<file path="src/rtl/refresh_pkg.sv">
package refresh_pkg;

  typedef enum logic [1:0] {
    PH_PAUSE = 2'd0,
    PH_WARM  = 2'd1,
    PH_RUN   = 2'd2
  } phase_t;

  // settling pause in clock cycles
  function automatic int unsigned us_to_cycles(int unsigned us, int unsigned clk_mhz);
    return us * clk_mhz;
  endfunction

  // even spacing of one refresh per row across the retention window
  function automatic int unsigned row_spacing_cycles(int unsigned retention_us,
                                                     int unsigned rows,
                                                     int unsigned clk_mhz);
    return (retention_us * clk_mhz) / rows;
  endfunction

endpackage

</file>
<file path="src/rtl/ref_phase_ctrl.sv">
module ref_phase_ctrl
  import refresh_pkg::*;
#(
  parameter int unsigned PAUSE_CYC = 25000,
  parameter int unsigned WARMUP    = 8
) (
  input  logic   clk,
  input  logic   rst_n,
  input  logic   done_acc,
  output phase_t phase,
  output logic   warm_need
);
  localparam int PW = $clog2(PAUSE_CYC + 1);
  localparam int WW = $clog2(WARMUP + 1);

  logic [PW-1:0] pause_cnt;
  logic [WW-1:0] warm_left;
  logic          pause_done;
  logic          warm_last;

  assign pause_done = (phase == PH_PAUSE) && (pause_cnt == PW'(PAUSE_CYC - 1));
  assign warm_last  = (phase == PH_WARM) && done_acc && (warm_left == WW'(1));
  assign warm_need  = (phase == PH_WARM) && (warm_left != '0);

  always_ff @(posedge clk or negedge rst_n) begin
    if (!rst_n) begin
      phase     <= PH_PAUSE;
      pause_cnt <= '0;
      warm_left <= '0;
    end else begin
      case (phase)
        PH_PAUSE: begin
          if (pause_done) begin
            phase     <= PH_WARM;
            warm_left <= WW'(WARMUP);
          end else begin
            pause_cnt <= pause_cnt + 1'b1;
          end
        end
        PH_WARM: begin
          if (done_acc) warm_left <= warm_left - 1'b1;
          if (warm_last) phase <= PH_RUN;
        end
        default: phase <= PH_RUN;
      endcase
    end
  end

  AST_PAUSE_NOT_REENTERED: assert property (@(posedge clk) disable iff (!rst_n)
    (phase != PH_PAUSE) |=> (phase != PH_PAUSE));
  AST_RUN_IS_FINAL: assert property (@(posedge clk) disable iff (!rst_n)
    (phase == PH_RUN) |=> (phase == PH_RUN));
  AST_WARM_ENDS_ON_LAST_DONE: assert property (@(posedge clk) disable iff (!rst_n)
    ((phase == PH_WARM) && $past(phase) == PH_WARM && $past(!done_acc)) |-> (warm_left == $past(warm_left)));

endmodule

</file>
<file path="src/rtl/ref_interval_timer.sv">
module ref_interval_timer #(
  parameter int unsigned INTERVAL_CYC = 1953
) (
  input  logic clk,
  input  logic rst_n,
  input  logic run,
  output logic tick
);
  localparam int TW = $clog2(INTERVAL_CYC + 1);

  logic [TW-1:0] cnt;

  assign tick = run && (cnt == TW'(INTERVAL_CYC - 1));

  always_ff @(posedge clk or negedge rst_n) begin
    if (!rst_n)      cnt <= '0;
    else if (!run)   cnt <= '0;
    else if (tick)   cnt <= '0;
    else             cnt <= cnt + 1'b1;
  end

  AST_TICK_SPACED: assert property (@(posedge clk) disable iff (!rst_n)
    (tick && (INTERVAL_CYC > 1)) |=> !tick);
  AST_NO_TICK_IDLE: assert property (@(posedge clk) disable iff (!rst_n)
    !run |=> (cnt == '0));

endmodule

</file>
<file path="src/rtl/ref_handshake.sv">
module ref_handshake #(
  parameter int unsigned PEND_MAX = 3
) (
  input  logic clk,
  input  logic rst_n,
  input  logic warm_need,
  input  logic run,
  input  logic tick,
  input  logic grant,
  input  logic done,
  output logic req,
  output logic grant_acc,
  output logic done_acc
);
  localparam int CW = $clog2(PEND_MAX + 1);

  logic [CW-1:0] pend;
  logic          in_flight;
  logic          need;
  logic          dec;

  assign need      = warm_need || (run && (pend != '0));
  assign req       = need && !in_flight;
  assign grant_acc = grant && req;
  assign done_acc  = done && in_flight;
  assign dec       = done_acc && run;

  always_ff @(posedge clk or negedge rst_n) begin
    if (!rst_n) begin
      in_flight <= 1'b0;
      pend      <= '0;
    end else begin
      if (grant_acc)     in_flight <= 1'b1;
      else if (done_acc) in_flight <= 1'b0;
      if (tick && !dec) begin
        if (pend != CW'(PEND_MAX)) pend <= pend + 1'b1;
      end else if (!tick && dec) begin
        pend <= pend - 1'b1;
      end
    end
  end

  AST_GRANT_DROPS_REQ: assert property (@(posedge clk) disable iff (!rst_n)
    grant_acc |=> !req);
  AST_PEND_SATURATES: assert property (@(posedge clk) disable iff (!rst_n)
    ((pend == CW'(PEND_MAX)) && tick && !dec) |=> (pend == CW'(PEND_MAX)));
  AST_DONE_HAS_CREDIT: assert property (@(posedge clk) disable iff (!rst_n)
    dec |-> (pend != '0));
  AST_IDLE_DONE_NO_EFFECT: assert property (@(posedge clk) disable iff (!rst_n)
    (done && !in_flight && !grant_acc) |=> !in_flight);

endmodule

</file>
<file path="src/rtl/ref_row_ctr.sv">
module ref_row_ctr #(
  parameter int unsigned ROW_BITS    = 12,
  parameter bit          ROW_ADDR_EN = 1'b1
) (
  input  logic                clk,
  input  logic                rst_n,
  input  logic                adv,
  output logic [ROW_BITS-1:0] row
);
  generate
    if (ROW_ADDR_EN) begin : g_ctr
      logic [ROW_BITS-1:0] row_q;
      always_ff @(posedge clk or negedge rst_n) begin
        if (!rst_n)   row_q <= '0;
        else if (adv) row_q <= row_q + 1'b1;
      end
      assign row = row_q;

      AST_ROW_STEPS: assert property (@(posedge clk) disable iff (!rst_n)
        adv |=> (row == $past(row) + 1'b1));
      AST_ROW_HOLDS: assert property (@(posedge clk) disable iff (!rst_n)
        !adv |=> $stable(row));
    end else begin : g_none
      assign row = '0;
    end
  endgenerate

endmodule

</file>
<file path="src/rtl/refresh_sched.sv">
module refresh_sched
  import refresh_pkg::*;
#(
  parameter int unsigned CLK_MHZ      = 125,
  parameter int unsigned PAUSE_US     = 200,
  parameter int unsigned RETENTION_US = 64000,
  parameter int unsigned ROW_BITS     = 12,
  parameter int unsigned WARMUP       = 8,
  parameter int unsigned PEND_MAX     = 3,
  parameter bit          ROW_ADDR_EN  = 1'b1,
  parameter int unsigned PAUSE_CYC    = us_to_cycles(PAUSE_US, CLK_MHZ),
  parameter int unsigned INTERVAL_CYC = row_spacing_cycles(RETENTION_US, 1 << ROW_BITS, CLK_MHZ)
) (
  input  logic                clk,
  input  logic                rst_n,
  input  logic                ref_grant,
  input  logic                ref_done,
  output logic                ref_req,
  output logic                ready,
  output logic [ROW_BITS-1:0] ref_row
);
  phase_t phase;
  logic   warm_need;
  logic   run;
  logic   tick;
  logic   grant_acc;
  logic   done_acc;

  assign run   = (phase == PH_RUN);
  assign ready = run;

  ref_phase_ctrl #(.PAUSE_CYC(PAUSE_CYC), .WARMUP(WARMUP)) u_phase (
    .clk(clk), .rst_n(rst_n), .done_acc(done_acc),
    .phase(phase), .warm_need(warm_need)
  );

  ref_interval_timer #(.INTERVAL_CYC(INTERVAL_CYC)) u_timer (
    .clk(clk), .rst_n(rst_n), .run(run), .tick(tick)
  );

  ref_handshake #(.PEND_MAX(PEND_MAX)) u_hs (
    .clk(clk), .rst_n(rst_n), .warm_need(warm_need), .run(run), .tick(tick),
    .grant(ref_grant), .done(ref_done),
    .req(ref_req), .grant_acc(grant_acc), .done_acc(done_acc)
  );

  ref_row_ctr #(.ROW_BITS(ROW_BITS), .ROW_ADDR_EN(ROW_ADDR_EN)) u_row (
    .clk(clk), .rst_n(rst_n), .adv(done_acc), .row(ref_row)
  );

  AST_QUIET_DURING_PAUSE: assert property (@(posedge clk) disable iff (!rst_n)
    (phase == PH_PAUSE) |-> !ref_req);
  AST_READY_STICKY: assert property (@(posedge clk) disable iff (!rst_n)
    ready |=> ready);
  AST_WARM_REQUESTS: assert property (@(posedge clk) disable iff (!rst_n)
    (warm_need && $past(done_acc)) |-> ref_req);

endmodule

</file>
<file path="config.mk">
export PLATFORM = sky130hd
export DESIGN_NAME = refresh_sched
export DESIGN_NICKNAME = d
export VERILOG_FILES = /design/src/rtl/refresh_pkg.sv /design/src/rtl/ref_phase_ctrl.sv /design/src/rtl/ref_interval_timer.sv /design/src/rtl/ref_handshake.sv /design/src/rtl/ref_row_ctr.sv /design/src/rtl/refresh_sched.sv
export SDC_FILE = /design/constraint.sdc
export NUM_CORES = 1
export LEC_CHECK = 0
export CORE_MARGIN = 10
export CORE_UTILIZATION = 48
export DETAILED_ROUTE_END_ITERATION = 10
export GPL_ROUTABILITY_DRIVEN = 1
export PLACE_DENSITY_LB_ADDON = 0.08
export SLEW_MARGIN = 20
export SYNTH_ARGS = -nofsm -noshare
export SYNTH_HDL_FRONTEND = slang
export SYNTH_HIERARCHICAL = 1
export SYNTH_SLANG_ARGS = --single-unit
</file>
<file path="constraint.sdc">
create_clock -name clk -period 2.08 [get_ports clk]
set_input_delay 0.312 -clock clk [delete_from_list [all_inputs] [get_ports clk]]
set_output_delay 0.312 -clock clk [all_outputs]
set_load 0.05 [all_outputs]
</file>
# Yosys cells after proc, flatten, opt, wreduce, memory -nomap -nowiden
# Cells that the tools add are included.
[word_totals]
reg_bits = 47
inputBits = 4
out_inout_bits = 14
elab_cells = 63
[classes]
n_addsub = 6
n_eq_ne = 10
mux = 13
n_bitwise = 1
n_reduce_logical = 26
[op_table]
columns = ["operator", "count"]
rows = [
  ["$mux W11", 2],
  ["$add A15 B1 Y15 const B", 1],
  ["$eq A15 B15 Y1 const B", 1],
  ["$add A12 B1 Y12 const B", 1],
  ["$logic_and A1 B1 Y1", 12],
  ["$add A11 B1 Y11 const B", 1],
  ["$eq A11 B11 Y1 const B", 1],
  ["$mux W2", 5],
  ["$mux W4", 2],
  ["$pmux W4 S2", 1],
  ["$reduce_bool A2 Y1", 4],
  ["$ne A2 B1 Y1 const B", 3],
  ["$reduce_and A2 Y1", 3],
  ["$eq A4 B1 Y1 const B", 1],
  ["$ne A2 B2 Y1 const B", 2],
  ["$pmux W2 S2", 1],
  ["$reduce_bool A4 Y1", 1],
  ["$sub A4 B1 Y4 const B", 1],
  ["$logic_not A1 Y1", 3],
  ["$reduce_and A3 Y1", 1],
  ["$add A2 B1 Y2 const B", 1],
  ["$eq A2 B1 Y1 const B", 1],
  ["$eq A2 B2 Y1 const B", 1],
  ["$logic_not A2 Y1", 1],
  ["4 further kinds", 5],
]

# Depth between registers and ports, before layout
# Gate-level depths: netlist of the first run.
[depth]
ltp_word = 6
ltp_mapped = 6
mapped_depth_nobuf = 6

# Hierarchy
# Netlist of the first run, hierarchy kept.
[modules_own_cells]
columns = ["mod", "n_inst", "cells_per_inst", "area_per_inst_um2", "seq_area_each_um2"]
rows = [
  ["ref_phase_ctrl", 1, 98, 1096.1, 525.5],
  ["ref_interval_timer", 1, 64, 626.9, 275.3],
  ["ref_row_ctr", 1, 44, 541.8, 300.3],
  ["ref_handshake", 1, 20, 186.4, 75.1],
  ["refresh_sched", 1, 1, 13.8, 0.0],
]

# Least setup slack after synthesis of the first run
# No wires, ideal clock.
[synth_path]
path_type = "reg2reg"
startpoint = "register u_phase.phase[1]"
endpoint = "register u_hs.in_flight"
setup_ps = 68
arrival_ps = 2193
required_time_ps = 2012
slack_ps = -181
stages_incl_launch_ff = 5
n_path_buf = 0
synth_period_minus_slack_ps = 2261
cell_sequence = "dfrtp_1 nor2b_4 o21ai_0 a21oi_1 a22o_2"
[synth_between]
elab_chain_cells = 6
word_cells_on_any_way = 9
classes_between = "eq/ne: 2; mux: 1; reduce/logical: 6"
[synth_lines]
columns = ["item", "line", "source"]
rows = [
  ["from (decl)", "ref_phase_ctrl.sv:10", "output phase_t phase,"],
  ["from (signal assigned)", "ref_phase_ctrl.sv:27", "phase <= PH_PAUSE;"],
  ["from (signal assigned)", "ref_phase_ctrl.sv:34", "phase <= PH_WARM;"],
  ["from (signal assigned)", "ref_phase_ctrl.sv:42", "if (warm_last) phase <= PH_RUN;"],
  ["$eq A2 B2 Y1 (*)", "refresh_sched.sv:29", "assign run = (phase == PH_RUN);"],
  ["named net ready", "refresh_sched.sv:19", "output logic ready,"],
  ["$logic_and A1 B1 Y1 (*)", "ref_handshake.sv:22", "assign need = warm_need || (run && (pend != '0));"],
  ["$logic_or A1 B1 Y1 (*)", "ref_handshake.sv:22", ""],
  ["$logic_and A1 B1 Y1 (*)", "ref_handshake.sv:23", "assign req = need && !in_flight;"],
  ["named net ref_req", "refresh_sched.sv:18", "output logic ref_req,"],
  ["$logic_and A1 B1 Y1 (*)", "ref_handshake.sv:24", "assign grant_acc = grant && req;"],
  ["$mux W1 or $reduce_bool A2 Y1 (tied branches)", "--", ""],
  ["to (signal assigned)", "ref_handshake.sv:30", "in_flight <= 1'b0;"],
  ["to (signal assigned)", "ref_handshake.sv:33", "if (grant_acc) in_flight <= 1'b1;"],
  ["to (signal assigned)", "ref_handshake.sv:34", "else if (done_acc) in_flight <= 1'b0;"],
  ["to (decl)", "ref_handshake.sv:18", "logic in_flight;"],
]
# Mark *: on every way through the listed nets, which the timed path passes. The rest lies on a longest branch.
# A chain may end at the register's enable or synchronous reset.

# Worst setup path after layout of the first run
[layout_path]
startpoint = "register u_row.g_ctr.row_q[2], in the netlist u_row/row[2]"
endpoint = "output ref_row[2]"
[layout_lines]
columns = ["item", "line", "source"]
rows = [
  ["from (decl)", "ref_row_ctr.sv:12", "logic [ROW_BITS-1:0] row_q;"],
  ["from (signal assigned)", "ref_row_ctr.sv:15", "else if (adv) row_q <= row_q + 1'b1;"],
  ["to (decl)", "refresh_sched.sv:20", "output logic [ROW_BITS-1:0] ref_row"],
]
# No word-level cell between the ends.

==> results of run 1 <==
==> routing by layer <==
metal	vias to the layer above	GRT usage, %	wire (um)
li1	860	-	-
met1	846	14.6	2140
met2	29	16.7	2020
met3	6	3.13	230
met4	0	3.92	63
met5	-	0	0
==> state kept, by name (all words and copies together) (netlist names) <==
register           cells
u_hs/in_flight         1
u_hs/pend              2
u_phase/pause_cnt     15
u_phase/phase          2
u_phase/warm_left      4
u_row/row             12
u_timer/cnt           11
==> report_power, final <==
part           total (W)  internal, W  switching (W)
Combinational   0.000981     0.000435       0.000546
Clock           0.000688     0.000389       0.000299
Sequential       0.00132      0.00109       0.000227
==> worst reg2reg max path, cell delays in order, from the launching register on <==
cell,delay (ps)
dfrtp_1,480
or2_2,390
nor4_2,480
xor2_1,130
a211oi_1,240
==> path summary, 6_finish.rpt <==
kind / startpoint / endpoint / slack [ps] / cells past startpoint
hold reg to reg: u_row/row[11] / u_row/row[11] / 470 / 1
setup / recovery: u_row/row[2] / ref_row[2] / 150 / 1
min in group clk: u_row/row[11] / u_row/row[11] / 470 / 1
hold / removal: rst_n / u_hs/pend[1] / 90 / 2
setup reg to reg: u_timer/cnt[3] / u_hs/pend[0] / 270 / 4
max in group asynchronous: rst_n / u_phase/pause_cnt[1] / 1580 / 2
==> metrics by stage <==
step / setup WS, ps / area [um^2] / utilization [%] / std cells / hold slack, ps
CTS: 134 / 2880 / 59.4 / 323 / 119
finish: 146 / 2880 / 59.4 / 323 / 92.2
global route: 45.1 / 2880 / 59.4 / 323 / 157
global placement: 322 / 2760 / 57.0 / 315 / 447
detailed placement: 276 / 2760 / 57.0 / 315 / 442
floorplan: 117 / 2470 / - / 226 / 16.4
==> layout make-up <==
class                           instances  share of cell area (%)
Multi-Input combinational cell        162                    42.3
Inverter                               14                    1.82
Sequential cell                        47                    40.8
Tap cell                               67                    2.91
Timing Repair Buffer                   25                    8.08
Clock inverter                          2                    1.22
Clock buffer                            6                    2.87
==> out/results.tsv, run 1 <==
stage	metric	value	unit
status	status	completed	
die	core-area	4850	um^2
grt	antenna_found_initial	0	
sta	setup_viol	0	
critical_path	startpoint_type	flop	
die	fp.dieW	91.6	um
worst_hold_path	worst_hold_path_type	in2async	
sta	finalClockSkew	8.74	ps
logic_synthesis	syn_area	2460	um^2
layout	area_growth	17.2	%
critical_path	cp-end-kind	primary output	
grt	grt_pass1_vias	1700	
sta	relSlewSlack	60.5	%
clock_network	ctsResizeCount	0	
job	cap_violations	0	
layout	fillers	422	
sta	finalCriticalPeriod	1930	ps
route	drtAntennaViolNets	0	
route	initialDrtViolationCount	69	
grt	overflow	0	
grt	grt_max_degree	48	
sta	rsz0062_at_grt	false	
layout	drive_above_1_share	16.4	%
route	wl	4450	um
critical_path	slowest_stage	clkdlybuf4s50_1	
critical_path	cp_slowest_stage_delay	850	ps
route	post_drt_via_cell_ratio	5.39	
logic_synthesis	syn_nets	236	
clock_network	clk_pin_slew_worst_paths	90	ps
clock_network	clock_latency	290	ps
critical_path	cp_top_family	buffers and inverters	
sta	setup_tns	0	ps
logic_synthesis	ys_warn_count	6	
die	initial_core_util	50.7	%
die	die_h	91.6	um
sta	post-route-period-util	93.0	%
grt	grt_util_all_layers	11.0	%
grt	grt_pass1_wl	7910	um
die	num_rows	25	
sta	fmax	517	MHz
clock_network	post-cts-setup-buffer-count	0	
layout	layout_common_cells	dfrtp_1, nand2_1, xnor2_1	
clock_network	htreeDepth	2	
critical_path	critPathKind	reg2out	
pwr	peakVddDrop	733	uV
critical_path	worst-path-buf-inv	1	
layout	antennaDiodeCount	0	
critical_path	cp.arrival	1620	ps
route	dr_total_vias	1741	
clock_network	cts_buffers	5	
layout	layout.area.seq	1180	um^2
pwr	total_power	0.00299	W
pwr	p_per_area	1040	nW/um^2
route	drc	0	
sta	hold_viol_final	0	
placement	gp_congestion	0.795	
layout	layout_commonest_cell	dfrtp_1	
placement	io_buffers	17	
clock_network	ctsHoldBuffers	0	
critical_path	required	1770	ps
sta	worst_pin_slew	593	ps
logic_synthesis	syn_inst	226	
die	die-area	8390	um^2
logic_synthesis	syn_avg_cell_area	10.9	um^2
sta	report.final.slew_viol_count	0	
layout	multi_input_area	1220	um^2
clock_network	cts_buffer_depth	2	
clock_network	cts.sinks	47	
route	routedWlPerCell	13.8	um
layout	fin_nets	265	
clock_network	cts_root_buffer	clkbuf_8	
critical_path	cp_cell_sequence	clkdlybuf4s50_1	
placement	dp_hpwl	3200	um
pwr	power.leakage	1.23	nW
route	drtPass1Iterations	4	
critical_path	path_max_fanout	5	
die	io-pin-count	18	
clock_network	cts_tree	yes	
Note: power is estimated with default switching activity, not from simulation.
==> run 2, diff against run 1 <==
--- a/config.mk
+++ b/config.mk
@@ -5,8 +5,10 @@
 export SDC_FILE = /design/constraint.sdc
 export NUM_CORES = 1
 export LEC_CHECK = 0
+export CELL_PAD_IN_SITES_DETAIL_PLACEMENT = 2
+export CELL_PAD_IN_SITES_GLOBAL_PLACEMENT = 2
 export CORE_MARGIN = 10
-export CORE_UTILIZATION = 48
+export CORE_UTILIZATION = 39
 export DETAILED_ROUTE_END_ITERATION = 10
 export GPL_ROUTABILITY_DRIVEN = 1
 export PLACE_DENSITY_LB_ADDON = 0.08
==> run 2 against run 1 <==
Final cell count up 2.8%. Global-route usage increased by 1.9 points. Routed wire length rose by 36%. Clock power shrank 14%. Register-to-register slack worse by 30 ps. Largest power group unchanged.
==> out/results.tsv, run 2 (same netlist as run 1, synthesis figures left out) <==
stage	metric	value	unit	change
critical_path	cp.arrival	1620	ps	about the same
sta	finalHoldWorstSlack	484	ps	+392 ps
die	die-area	9880	um^2	+18%
sta	hold_viol_final	0		unchanged
worst_hold_path	worst_hold_path_type	reg2reg		
sta	report.final.slew_viol_count	0		unchanged
grt	grt_util_all_layers	12.9	%	+1.9 points
die	core-area	6030	um^2	+24%
layout	area_growth	18.1	%	
die	io-pin-count	18		unchanged
placement	dp_cells	323		+2.5%
grt	grt_pass1_vias	2048		+20%
clock_network	cts_root_buffer	clkbuf_8		
layout	drive_above_1_share	16.3	%	-0.064 points
route	drtPass1Iterations	4		unchanged
placement	io_buffers	17		unchanged
critical_path	path_max_fanout	5		unchanged
clock_network	cts_buffer_depth	2		unchanged
layout	fin_nets	266		+0.38%
sta	finalCriticalPeriod	1930	ps	-6.72 ps
sta	setup_viol	0		unchanged
grt	overflow	0		unchanged
critical_path	cp-end-kind	primary output		
layout	layoutNonFillerInstCount	332		+2.8%
placement	dp_hpwl	4580	um	+43%
critical_path	cp_cell_sequence	clkdlybuf4s50_1		
clock_network	htreeDepth	2		unchanged
die	num_rows	28		+12%
clock_network	cts.sinks	47		unchanged
placement	gp_congestion	0.706		-11%
sta	post-route-period-util	92.7	%	-0.32 points
sta	relSlewSlack	61.8	%	+1.3 points
route	post_drt_via_cell_ratio	5.58		+3.5%
sta	rsz0062_at_grt	false		
critical_path	critPathKind	reg2out		
layout	fillers	628		+49%
layout	largest_register_ffs	15		unchanged
route	routedWlPerCell	18.2	um	+32%
sta	finalClockSkew	9.40	ps	+0.668 ps
layout	layout_common_cells	dfrtp_1, nand2_1, xnor2_1		
critical_path	slowest_stage	clkdlybuf4s50_1		
pwr	peakVddDrop	616	uV	-16%
pwr	power.leakage	1.23	nW	-0.43%
route	drc	0		unchanged
die	fp.dieW	99.4	um	+8.6%
critical_path	cp_slowest_stage_delay	850	ps	about the same
pwr	p_per_area	1020	nW/um^2	-1.9%
grt	antenna_found_initial	0		unchanged
job	cap_violations	0		unchanged
layout	antennaDiodeCount	0		unchanged
grt	grt_pass1_wl	10700	um	+35%
sta	worst_pin_slew	573	ps	-20.1 ps
pwr	total_power	0.00295	W	-1.2%
route	dr_total_vias	1852		+6.4%
critical_path	required	1770	ps	about the same
die	die_h	99.4	um	+8.6%
grt	grt_max_degree	26		-46%
clock_network	clock_latency	300	ps	about the same
layout	regMostFlops	u_phase/pause_cnt		
die	initial_core_util	40.8	%	-9.9 points
critical_path	startpoint_type	flop		
layout	final_util	48.2	%	-11 points
sta	setup_tns	0	ps	unchanged
route	drtAntennaViolNets	0		unchanged
critical_path	cp_top_family	buffers and inverters		
sta	fmax	519	MHz	+0.35%
route	wl	6050	um	+36%
critical_path	worst-path-buf-inv	1		unchanged
layout	layout_commonest_cell	dfrtp_1		
clock_network	clk_pin_slew_worst_paths	90	ps	about the same
status	status	completed		
clock_network	cts_buffers	5		unchanged
clock_network	cts_tree	yes		
clock_network	post-cts-setup-buffer-count	0		unchanged
route	initialDrtViolationCount	55		-20%
## run 2: cell count changes in the layout (fill, tap and decap cells not counted)
cell	before	now
buf_12	1	2
clkinv_4	0	1
dlygate4sd3_1	0	1
a21oi_2	1	0
clkinv_2	1	0
a21oi_4	0	1
clkinvlp_4	0	1
buf_4	9	8
bufinv_16	1	0
## run 2: final cells by class
class / instances / area, um^2 / area share, %
multi-input combinational: 162 / 1230 / 42.2
sequential: 47 / 1180 / 40.5
clock buffer: 6 / 82.6 / 2.84
tap: 75 / 93.8 / 3.23
inverter: 14 / 52.6 / 1.81
clock inverter: 2 / 16.3 / 0.560
timing repair buffer: 26 / 255 / 8.79
## run 2: metrics by stage
step / area [um^2] / setup WS [ps]
6_report: 2900 / 152
5_1_grt: 2900 / 49.5
4_1_cts: 2900 / 107
3_5_place_dp: 2790 / 177
3_3_place_gp: 2790 / 278
2_1_floorplan: 2470 / 117
## run 2: routing by layer
| layer | wire length (um) | share of wire [%] | vias up | GRT usage (%) |
|---|---|---|---|---|
| met5 | 0 | 0 | - | 0 |
| met4 | 39 | 0.65 | 0 | 2.98 |
| met3 | 195 | 3.2 | 6 | 3.04 |
| met2 | 3020 | 50 | 28 | 21.2 |
| met1 | 2790 | 46 | 950 | 16.8 |
| li1 | - | - | 868 | - |
## run 2: where the power goes
part,switching [W],internal [W],total (W)
combinational,0.000581,0.000440,0.00102
clock,0.000322,0.000272,0.000594
sequential,0.000244,0.00109,0.00134
total,0.00115,0.00181,0.00295
## run 2: final timing paths
check                               start                   end  slack, ps  cells after the start
setup / recovery             u_row/row[2]            ref_row[2]        150                      1
min in group asynchronous           rst_n  u_phase/pause_cnt[2]        540                      2
hold / removal              u_row/row[11]         u_row/row[11]        480                      1
hold reg to reg             u_row/row[11]         u_row/row[11]        480                      1
max in group asynchronous           rst_n  u_phase/pause_cnt[4]       1010                      3
setup reg to reg           u_timer/cnt[0]          u_hs/pend[0]        240                      6
## run 2: what timing repair did
item	CTS	global route
hold buffers	1	0
hold endpoints to repair	1	0
setup endpoints to repair	0	1
resized for setup	0	1
